===== src/rtl/jtag_regacc_pkg.sv =====
package jtag_regacc_pkg;

  // Per-cycle strobes from control to datapath, one group per data register.
  typedef struct packed {
    logic capAcc;
    logic shiftAcc;
    logic updAcc;
    logic capSel;
    logic shiftSel;
    logic updSel;
    logic capByp;
    logic shiftByp;
  } dpStrobes_t;

  typedef enum logic [1:0] {
    TDO_ACC = 2'd0,
    TDO_SEL = 2'd1,
    TDO_BYP = 2'd2
  } tdoSrc_t;

endpackage


===== src/rtl/jtag_regacc_ctrl.sv =====
module jtag_regacc_ctrl
  import jtag_regacc_pkg::*;
#(
  parameter int IR_W = 4,
  parameter logic [IR_W-1:0] ACC_CODE = 4'hC,
  parameter logic [IR_W-1:0] SEL_CODE = 4'h2
) (
  input  logic            tck,
  input  logic            trstN,
  input  logic [IR_W-1:0] irValue,
  input  logic            captureDr,
  input  logic            shiftDr,
  input  logic            updateDr,
  output dpStrobes_t      stb,
  output tdoSrc_t         tdoSrc,
  output logic            accPulse
);

  logic isAcc;
  logic isSel;
  logic isByp;

  always_comb begin
    isAcc = (irValue == ACC_CODE);
    isSel = (irValue == SEL_CODE);
    isByp = !isAcc && !isSel;
  end

  always_comb begin
    stb.capAcc   = captureDr && isAcc;
    stb.shiftAcc = shiftDr && isAcc;
    stb.updAcc   = updateDr && isAcc;
    stb.capSel   = captureDr && isSel;
    stb.shiftSel = shiftDr && isSel;
    stb.updSel   = updateDr && isSel;
    stb.capByp   = captureDr && isByp;
    stb.shiftByp = shiftDr && isByp;
  end

  always_comb begin
    if (isAcc)      tdoSrc = TDO_ACC;
    else if (isSel) tdoSrc = TDO_SEL;
    else            tdoSrc = TDO_BYP;
  end

  // One access per Update-DR under the access instruction.
  always_ff @(posedge tck or negedge trstN) begin
    if (!trstN) accPulse <= 1'b0;
    else        accPulse <= updateDr && isAcc;
  end

endmodule


===== src/rtl/jtag_regacc_dp.sv =====
module jtag_regacc_dp
  import jtag_regacc_pkg::*;
#(
  parameter int DATA_W = 32,
  parameter int ADDR_W = 7,
  parameter int SEL_W  = 5
) (
  input  logic              tck,
  input  logic              trstN,
  input  dpStrobes_t        stb,
  input  tdoSrc_t           tdoSrc,
  input  logic              accPulse,
  input  logic              tdi,
  input  logic [DATA_W-1:0] regRdData,
  output logic              tdo,
  output logic [ADDR_W-1:0] regAddr,
  output logic [DATA_W-1:0] regWrData,
  output logic              regWrite,
  output logic              regRead,
  output logic [SEL_W-1:0]  chainSel
);

  localparam int CHAIN_W = DATA_W + ADDR_W + 1;
  localparam int DIR_BIT = CHAIN_W - 1;

  logic [CHAIN_W-1:0] accSr;
  logic [DATA_W-1:0]  rdLatch;
  logic               pendWr;
  logic [SEL_W-1:0]   selSr;
  logic               bypReg;

  // Access chain: data field reloads with the last read word, the rest clears.
  always_ff @(posedge tck or negedge trstN) begin
    if (!trstN)            accSr <= '0;
    else if (stb.capAcc)   accSr <= {{(ADDR_W + 1){1'b0}}, rdLatch};
    else if (stb.shiftAcc) accSr <= {tdi, accSr[CHAIN_W-1:1]};
  end

  always_ff @(posedge tck or negedge trstN) begin
    if (!trstN) begin
      regAddr   <= '0;
      regWrData <= '0;
      pendWr    <= 1'b0;
    end else if (stb.updAcc) begin
      regAddr   <= accSr[DATA_W +: ADDR_W];
      regWrData <= accSr[DATA_W-1:0];
      pendWr    <= accSr[DIR_BIT];
    end
  end

  always_comb begin
    regWrite = accPulse && pendWr;
    regRead  = accPulse && !pendWr;
  end

  always_ff @(posedge tck or negedge trstN) begin
    if (!trstN)       rdLatch <= '0;
    else if (regRead) rdLatch <= regRdData;
  end

  // Chain-select register with a shadow shift stage.
  always_ff @(posedge tck or negedge trstN) begin
    if (!trstN)            selSr <= '1;
    else if (stb.capSel)   selSr <= chainSel;
    else if (stb.shiftSel) selSr <= {tdi, selSr[SEL_W-1:1]};
  end

  always_ff @(posedge tck or negedge trstN) begin
    if (!trstN)          chainSel <= '1;
    else if (stb.updSel) chainSel <= selSr;
  end

  always_ff @(posedge tck or negedge trstN) begin
    if (!trstN)            bypReg <= 1'b0;
    else if (stb.capByp)   bypReg <= 1'b0;
    else if (stb.shiftByp) bypReg <= tdi;
  end

  always_comb begin
    unique case (tdoSrc)
      TDO_ACC: tdo = accSr[0];
      TDO_SEL: tdo = selSr[0];
      default: tdo = bypReg;
    endcase
  end

endmodule


===== src/rtl/jtag_regacc_chain.sv =====
module jtag_regacc_chain
  import jtag_regacc_pkg::*;
#(
  parameter int IR_W   = 4,
  parameter int DATA_W = 32,
  parameter int ADDR_W = 7,
  parameter int SEL_W  = 5,
  parameter logic [IR_W-1:0] ACC_CODE = 4'hC,
  parameter logic [IR_W-1:0] SEL_CODE = 4'h2
) (
  input  logic              tck,
  input  logic              trstN,
  input  logic [IR_W-1:0]   irValue,
  input  logic              captureDr,
  input  logic              shiftDr,
  input  logic              updateDr,
  input  logic              tdi,
  output logic              tdo,
  output logic [ADDR_W-1:0] regAddr,
  output logic [DATA_W-1:0] regWrData,
  output logic              regWrite,
  output logic              regRead,
  input  logic [DATA_W-1:0] regRdData,
  output logic [SEL_W-1:0]  chainSel
);

  dpStrobes_t stb;
  tdoSrc_t    tdoSrc;
  logic       accPulse;

  jtag_regacc_ctrl #(
    .IR_W(IR_W), .ACC_CODE(ACC_CODE), .SEL_CODE(SEL_CODE)
  ) u_ctrl (
    .tck(tck), .trstN(trstN), .irValue(irValue),
    .captureDr(captureDr), .shiftDr(shiftDr), .updateDr(updateDr),
    .stb(stb), .tdoSrc(tdoSrc), .accPulse(accPulse)
  );

  jtag_regacc_dp #(
    .DATA_W(DATA_W), .ADDR_W(ADDR_W), .SEL_W(SEL_W)
  ) u_dp (
    .tck(tck), .trstN(trstN), .stb(stb), .tdoSrc(tdoSrc),
    .accPulse(accPulse), .tdi(tdi), .regRdData(regRdData),
    .tdo(tdo), .regAddr(regAddr), .regWrData(regWrData),
    .regWrite(regWrite), .regRead(regRead), .chainSel(chainSel)
  );

endmodule


===== config.mk =====
export PLATFORM = sky130hd
export DESIGN_NAME = jtag_regacc_chain
export DESIGN_NICKNAME = d
export VERILOG_FILES = /design/src/rtl/jtag_regacc_pkg.sv /design/src/rtl/jtag_regacc_ctrl.sv /design/src/rtl/jtag_regacc_dp.sv /design/src/rtl/jtag_regacc_chain.sv
export SDC_FILE = /design/constraint.sdc
export NUM_CORES = 1
export LEC_CHECK = 0
export ABC_AREA = 1
export BUFFER_PORTS_ARGS = -buffer_cell sky130_fd_sc_hd__buf_2
export CAP_MARGIN = 20
export CORE_MARGIN = 5
export CORE_UTILIZATION = 40
export CTS_CLUSTER_DIAMETER = 30
export DETAILED_ROUTE_END_ITERATION = 16
export PLACE_DENSITY = 0.7
export SLEW_MARGIN = 10
export SYNTH_ARGS = -nofsm -noshare
export SYNTH_HDL_FRONTEND = slang
export SYNTH_SLANG_ARGS = --single-unit

===== constraint.sdc =====
create_clock -name tck -period 1.59 [get_ports tck]
set_input_delay 0.318 -clock tck [delete_from_list [all_inputs] [get_ports tck]]
set_output_delay 0.318 -clock tck [all_outputs]
set_load 0.02 [all_outputs]

After elaboration in Yosys (flattened, before gate mapping)
Index checks and enable logic that the tools add are counted.

storage, ports and cells
  register bits after elaboration = 124
  output and inout port bits = 47
  word-level logic and storage cells = 39

operators by class
  eq/ne operators = 3
  muxes and demuxes = 9
  reductions and logical operators = 18

operator list
  operator            number
  $mux 40             2
  $logic_and 1x1->1   11
  $mux 5              2
  $reduce_bool 2->1   3
  $eq 4x2->1 const B  1
  $eq 4x4->1 const B  1
  $mux 2              2
  $logic_not 1->1     3
  $eq 2x1->1 const B  1
  $logic_not 2->1     1
  $mux 1              2
  $pmux 1 s2          1

Logic depth before layout (Yosys ltp)
  word-level depth = 6
  depth in mapped cells = 7
  mapped depth without buffers = 6

Hierarchy
A second synthesis with hierarchy kept.

second synthesis, totals
  cell total of the unflattened synthesis = 649
  area, all modules = 5,253.8 sq um

by module, submodules not included
  module            times used  cells each  area each (sq um)  sequential area each (sq um)
  jtag_regacc_dp    1           626         5,136.2            3,090.5
  jtag_regacc_ctrl  1           23          117.6              25.0

Worst setup path before layout
Ideal clock, no wire load.

  path kind = input port to output port
  from = input port irValue[0]
  to = output port tdo
  arrival time = 1.038 ns
  data required time = 1.272 ns
  slack = 0.234 ns
  cell stages on the path = 5
  path buffers = 1
  cell sequence = nor2_2 > nand2_2 > buf_2 > nand3_1 > nand3_1

between the ends
  cells in the longest elaborated chain, start to end = 5

ends and longest elaborated chain
  what                                           line                     RTL
  start: declaration                             jtag_regacc_chain.sv:13  input logic [IR_W-1:0] irValue,
  $eq 4x2->1                                     jtag_regacc_ctrl.sv:25   isSel = (irValue == SEL_CODE);
  $mux 2                                         jtag_regacc_ctrl.sv:42   else if (isSel) tdoSrc = TDO_SEL;
  $mux 2 (*)                                     jtag_regacc_ctrl.sv:41   if (isAcc) tdoSrc = TDO_ACC;
  $eq 2x1->1 or $logic_not 2->1 (tied branches)  jtag_regacc_dp.sv:80     unique case (tdoSrc)
  $pmux 1 s2 (*)                                 jtag_regacc_dp.sv:80
  end: declaration                               jtag_regacc_chain.sv:18  output logic tdo,

Every way passes the cells marked *; elsewhere a longest branch is shown, timed or not.

Worst setup path in the final report
  from = register u_dp.selSr[0]
  to = output port tdo

between the ends
  cells in the longest elaborated chain, start to end = 1

ends and longest elaborated chain
  what                      line                  RTL
  start: declaration        jtag_regacc_dp.sv:29  logic [SEL_W-1:0] selSr;
  start signal: assignment  jtag_regacc_dp.sv:64  else if (stb.capSel) selSr <= chainSel;
  start signal: assignment  jtag_regacc_dp.sv:65  else if (stb.shiftSel) selSr <= {tdi, selSr[SEL_W-1:1]};
  $pmux 1 s2                jtag_regacc_dp.sv:80

Every way passes these cells.

==> impl_metrics.json <==
{
  "rows": 42,
  "area_delta_synth_final_pct": 23.46,
  "maxSlewHeadroom": 0.7134,
  "worstHoldPathType": "primary input to register",
  "finalCritPeriodShare": 0.9725,
  "ys_seq_area_frac": 0.5722,
  "path_cells": "nand3_2, nand3_2, buf_6",
  "dp_hpwl_um": 8092,
  "setup_tns_ns": 0,
  "rr_worst_depth": 4,
  "die_x_um": 126.7,
  "clk_latency_ns": 0.42,
  "min_period_ns": 1.546,
  "final_hold_viol_count": 0,
  "ys_seq_elements": 124,
  "grt_max_degree": 76,
  "irDropWorstVdd_mv": 0.7114,
  "grt_pass1_vias": 4383,
  "layout_common_cells": "350 x nand2_1, 114 x dfrtp_1, 85 x buf_2, 76 x nor2_1, 48 x o21ai_0",
  "grt-ovfl-total": 0,
  "cts_tree": "built",
  "grt_pass1_wl_um": 20960,
  "wirelength_um": 12540,
  "layout-drive-gt1-share": 0.1963,
  "port-buffer-count": 88,
  "drc": 0,
  "antenna_found_initial": 0,
  "initial_utilization": 0.4096,
  "critPathMaxFanout": 2,
  "finish.utilization": 0.5056,
  "n_antenna_cell": 0,
  "leakage_uw": 0.003926,
  "avgSynthCellArea_sq_um": 7.757,
  "syn-cell-area_sq_um": 5445,
  "drv_slew": 0,
  "cpMostUsedCell": "nand3_2",
  "cts_inserted_buffers": 17,
  "slowest_delay_ns": 0.55,
  "final_common_cell": "nand2_1",
  "ys_warn_count": 0,
  "status": "finished clean",
  "core_sq_um": 13300,
  "ant_nets": 0,
  "fin_skew_ns": 0.004570,
  "max_freq_mhz": 646.7,
  "htree_num_levels": 4,
  "firstDrtPassIters": 4,
  "gp_congestion": 0.7445,
  "clk_pin_slew_ns": 0.05,
  "start_kind": "register",
  "pin_count": 89,
  "num_vias": 4503,
  "cts-root-buf": "clkbuf_16",
  "rsz0062_at_grt": "yes",
  "power_density_nw_per_um2": 1338,
  "tightest_slew_ns": 0.4299,
  "avgViaCountPerCell": 4.567,
  "setup_violations": 0,
  "cp_data_arrival_time_ns": 1.23,
  "die_area_sq_um": 16050,
  "nets": 839,
  "whs_path_depth": 3,
  "critPathRequiredTime_ns": 1.27,
  "die_y_um": 126.7,
  "first_iter_violations": 253,
  "clockBufferDepth": 2,
  "critical_path_class": "register to primary output",
  "clock-sinks": 124,
  "crit_path_end_kind": "primary output",
  "drv_cap": 0,
  "syn_nets": 744,
  "synthCells": 702,
  "detail_route.wl_per_cell_um": 12.72,
  "hold_slack_ns": 0.09154,
  "cp_slowest_cell": "dfstp_2",
  "yosysUniqueCellTypes": 18,
  "grt_usage": 0.1636
}
[timing repair]
action,4_1_cts,5_1_grt
setup buffers,1,0
endpoints found under the setup margin,1,2
endpoints found under the hold margin,114,0
resized for setup,3,3
hold buffers,1,0
pin swaps,1,1
[per-layer routing]
metal | GRT usage | up-vias | routed length [um]
li1 | - | 2309 | -
met1 | 0.2050 | 2093 | 5771
met2 | 0.2668 | 84 | 5974
met3 | 0.05212 | 17 | 623
met4 | 0.05868 | 0 | 173
met5 | 0 | - | 0
[cell usage after synthesis]
master | n | area (sq um)
nand4_1 | 5 | 31.28
buf_1 | 1 | 3.750
inv_1 | 46 | 172.7
nor2_4 | 3 | 33.78
inv_2 | 2 | 7.510
nor2_2 | 2 | 12.51
o21ai_0 | 48 | 240.2
nand3_1 | 7 | 35.03
buf_4 | 5 | 37.54
buf_2 | 12 | 60.06
nand3_2 | 2 | 20.02
clkbuf_1 | 16 | 60.06
o21ai_1 | 2 | 10.01
nand2_2 | 1 | 6.260
dfstp_2 | 10 | 262.8
dfrtp_1 | 114 | 2853
nor2_1 | 76 | 285.3
nand2_1 | 350 | 1314
[registers in the layout, indices dropped and copies added, names as in the netlist]
signal	flops
u_dp.accSr	40
u_dp.rdLatch	32
u_dp.regWrData	32
u_dp.regAddr	7
u_dp.chainSel	5
u_dp.selSr	5
u_ctrl.accPulse	1
u_dp.bypReg	1
u_dp.pendWr	1
[area by class of cell]
| cell class | count | area (sq um) |
|---|---|---|
| inverters | 48 | 180.2 |
| multi-input cells | 496 | 1998 |
| repair buffers | 110 | 669.4 |
| clock buffers | 24 | 471.7 |
| clock inverters | 8 | 67.56 |
| flip-flops and latches | 124 | 3115 |
| well taps | 176 | 220.2 |
| fillers | 1342 | 6573 |
[cells by family (layout without fill, tap and decap cells)]
kind of cell | after synthesis | count (layout) | share of synthesized area
AO/OA/AOI/OAI | 50 | 50 | 0.04596
flip-flops | 124 | 124 | 0.5722
buffers and inverters | 82 | 190 | 0.06273
AND/OR/NAND/NOR | 446 | 446 | 0.3192
[report_power, final]
part	internal (uW)	total (uW)	leakage, uW	switching, uW
Sequential	3790	4150	0.00158	360
Combinational	513	1310	0.00208	797
Clock	2210	3540	0.000268	1330
[final timing paths]
check | slack (ns) | start | to
worst max-delay path | 0.04 | u_dp.selSr[0]$_DFFE_PN1P_ | tdo
worst min-delay path | 0.09 | regRdData[26] | u_dp.rdLatch[26]$_DFFE_PN0P_
worst max register to register | 0.50 | u_ctrl.accPulse$_DFF_PN0_ | u_dp.rdLatch[15]$_DFFE_PN0P_
worst min register to register | 0.48 | u_dp.selSr[4]$_DFFE_PN1P_ | u_dp.selSr[4]$_DFFE_PN1P_
max in group asynchronous | 0.77 | trstN | u_dp.rdLatch[20]$_DFFE_PN0P_
min in group asynchronous | 0.44 | trstN | u_dp.rdLatch[6]$_DFFE_PN0P_
[through the flow]
stage / std cells / cell area (sq um) / worst slack, ns / total power, uW
detailed placement: 952 / 6147 / 0.07884 / 5501
global placement: 952 / 6147 / 0.1104 / 5462
global route: 986 / 6723 / 0.0002648 / 9491
CTS: 986 / 6715 / 0.002445 / 9097
finish: 986 / 6723 / 0.04375 / 8997
floorplan: 702 / 5445 / 0.2340 / 5002
[critical path: cells and delay by family, from the launching register on]
kind	cells	cell delay, ns
buffers and inverters	1	0.12
flip-flops	1	0.55
AND/OR/NAND/NOR	2	0.14
(Power assumes the default switching activity.)
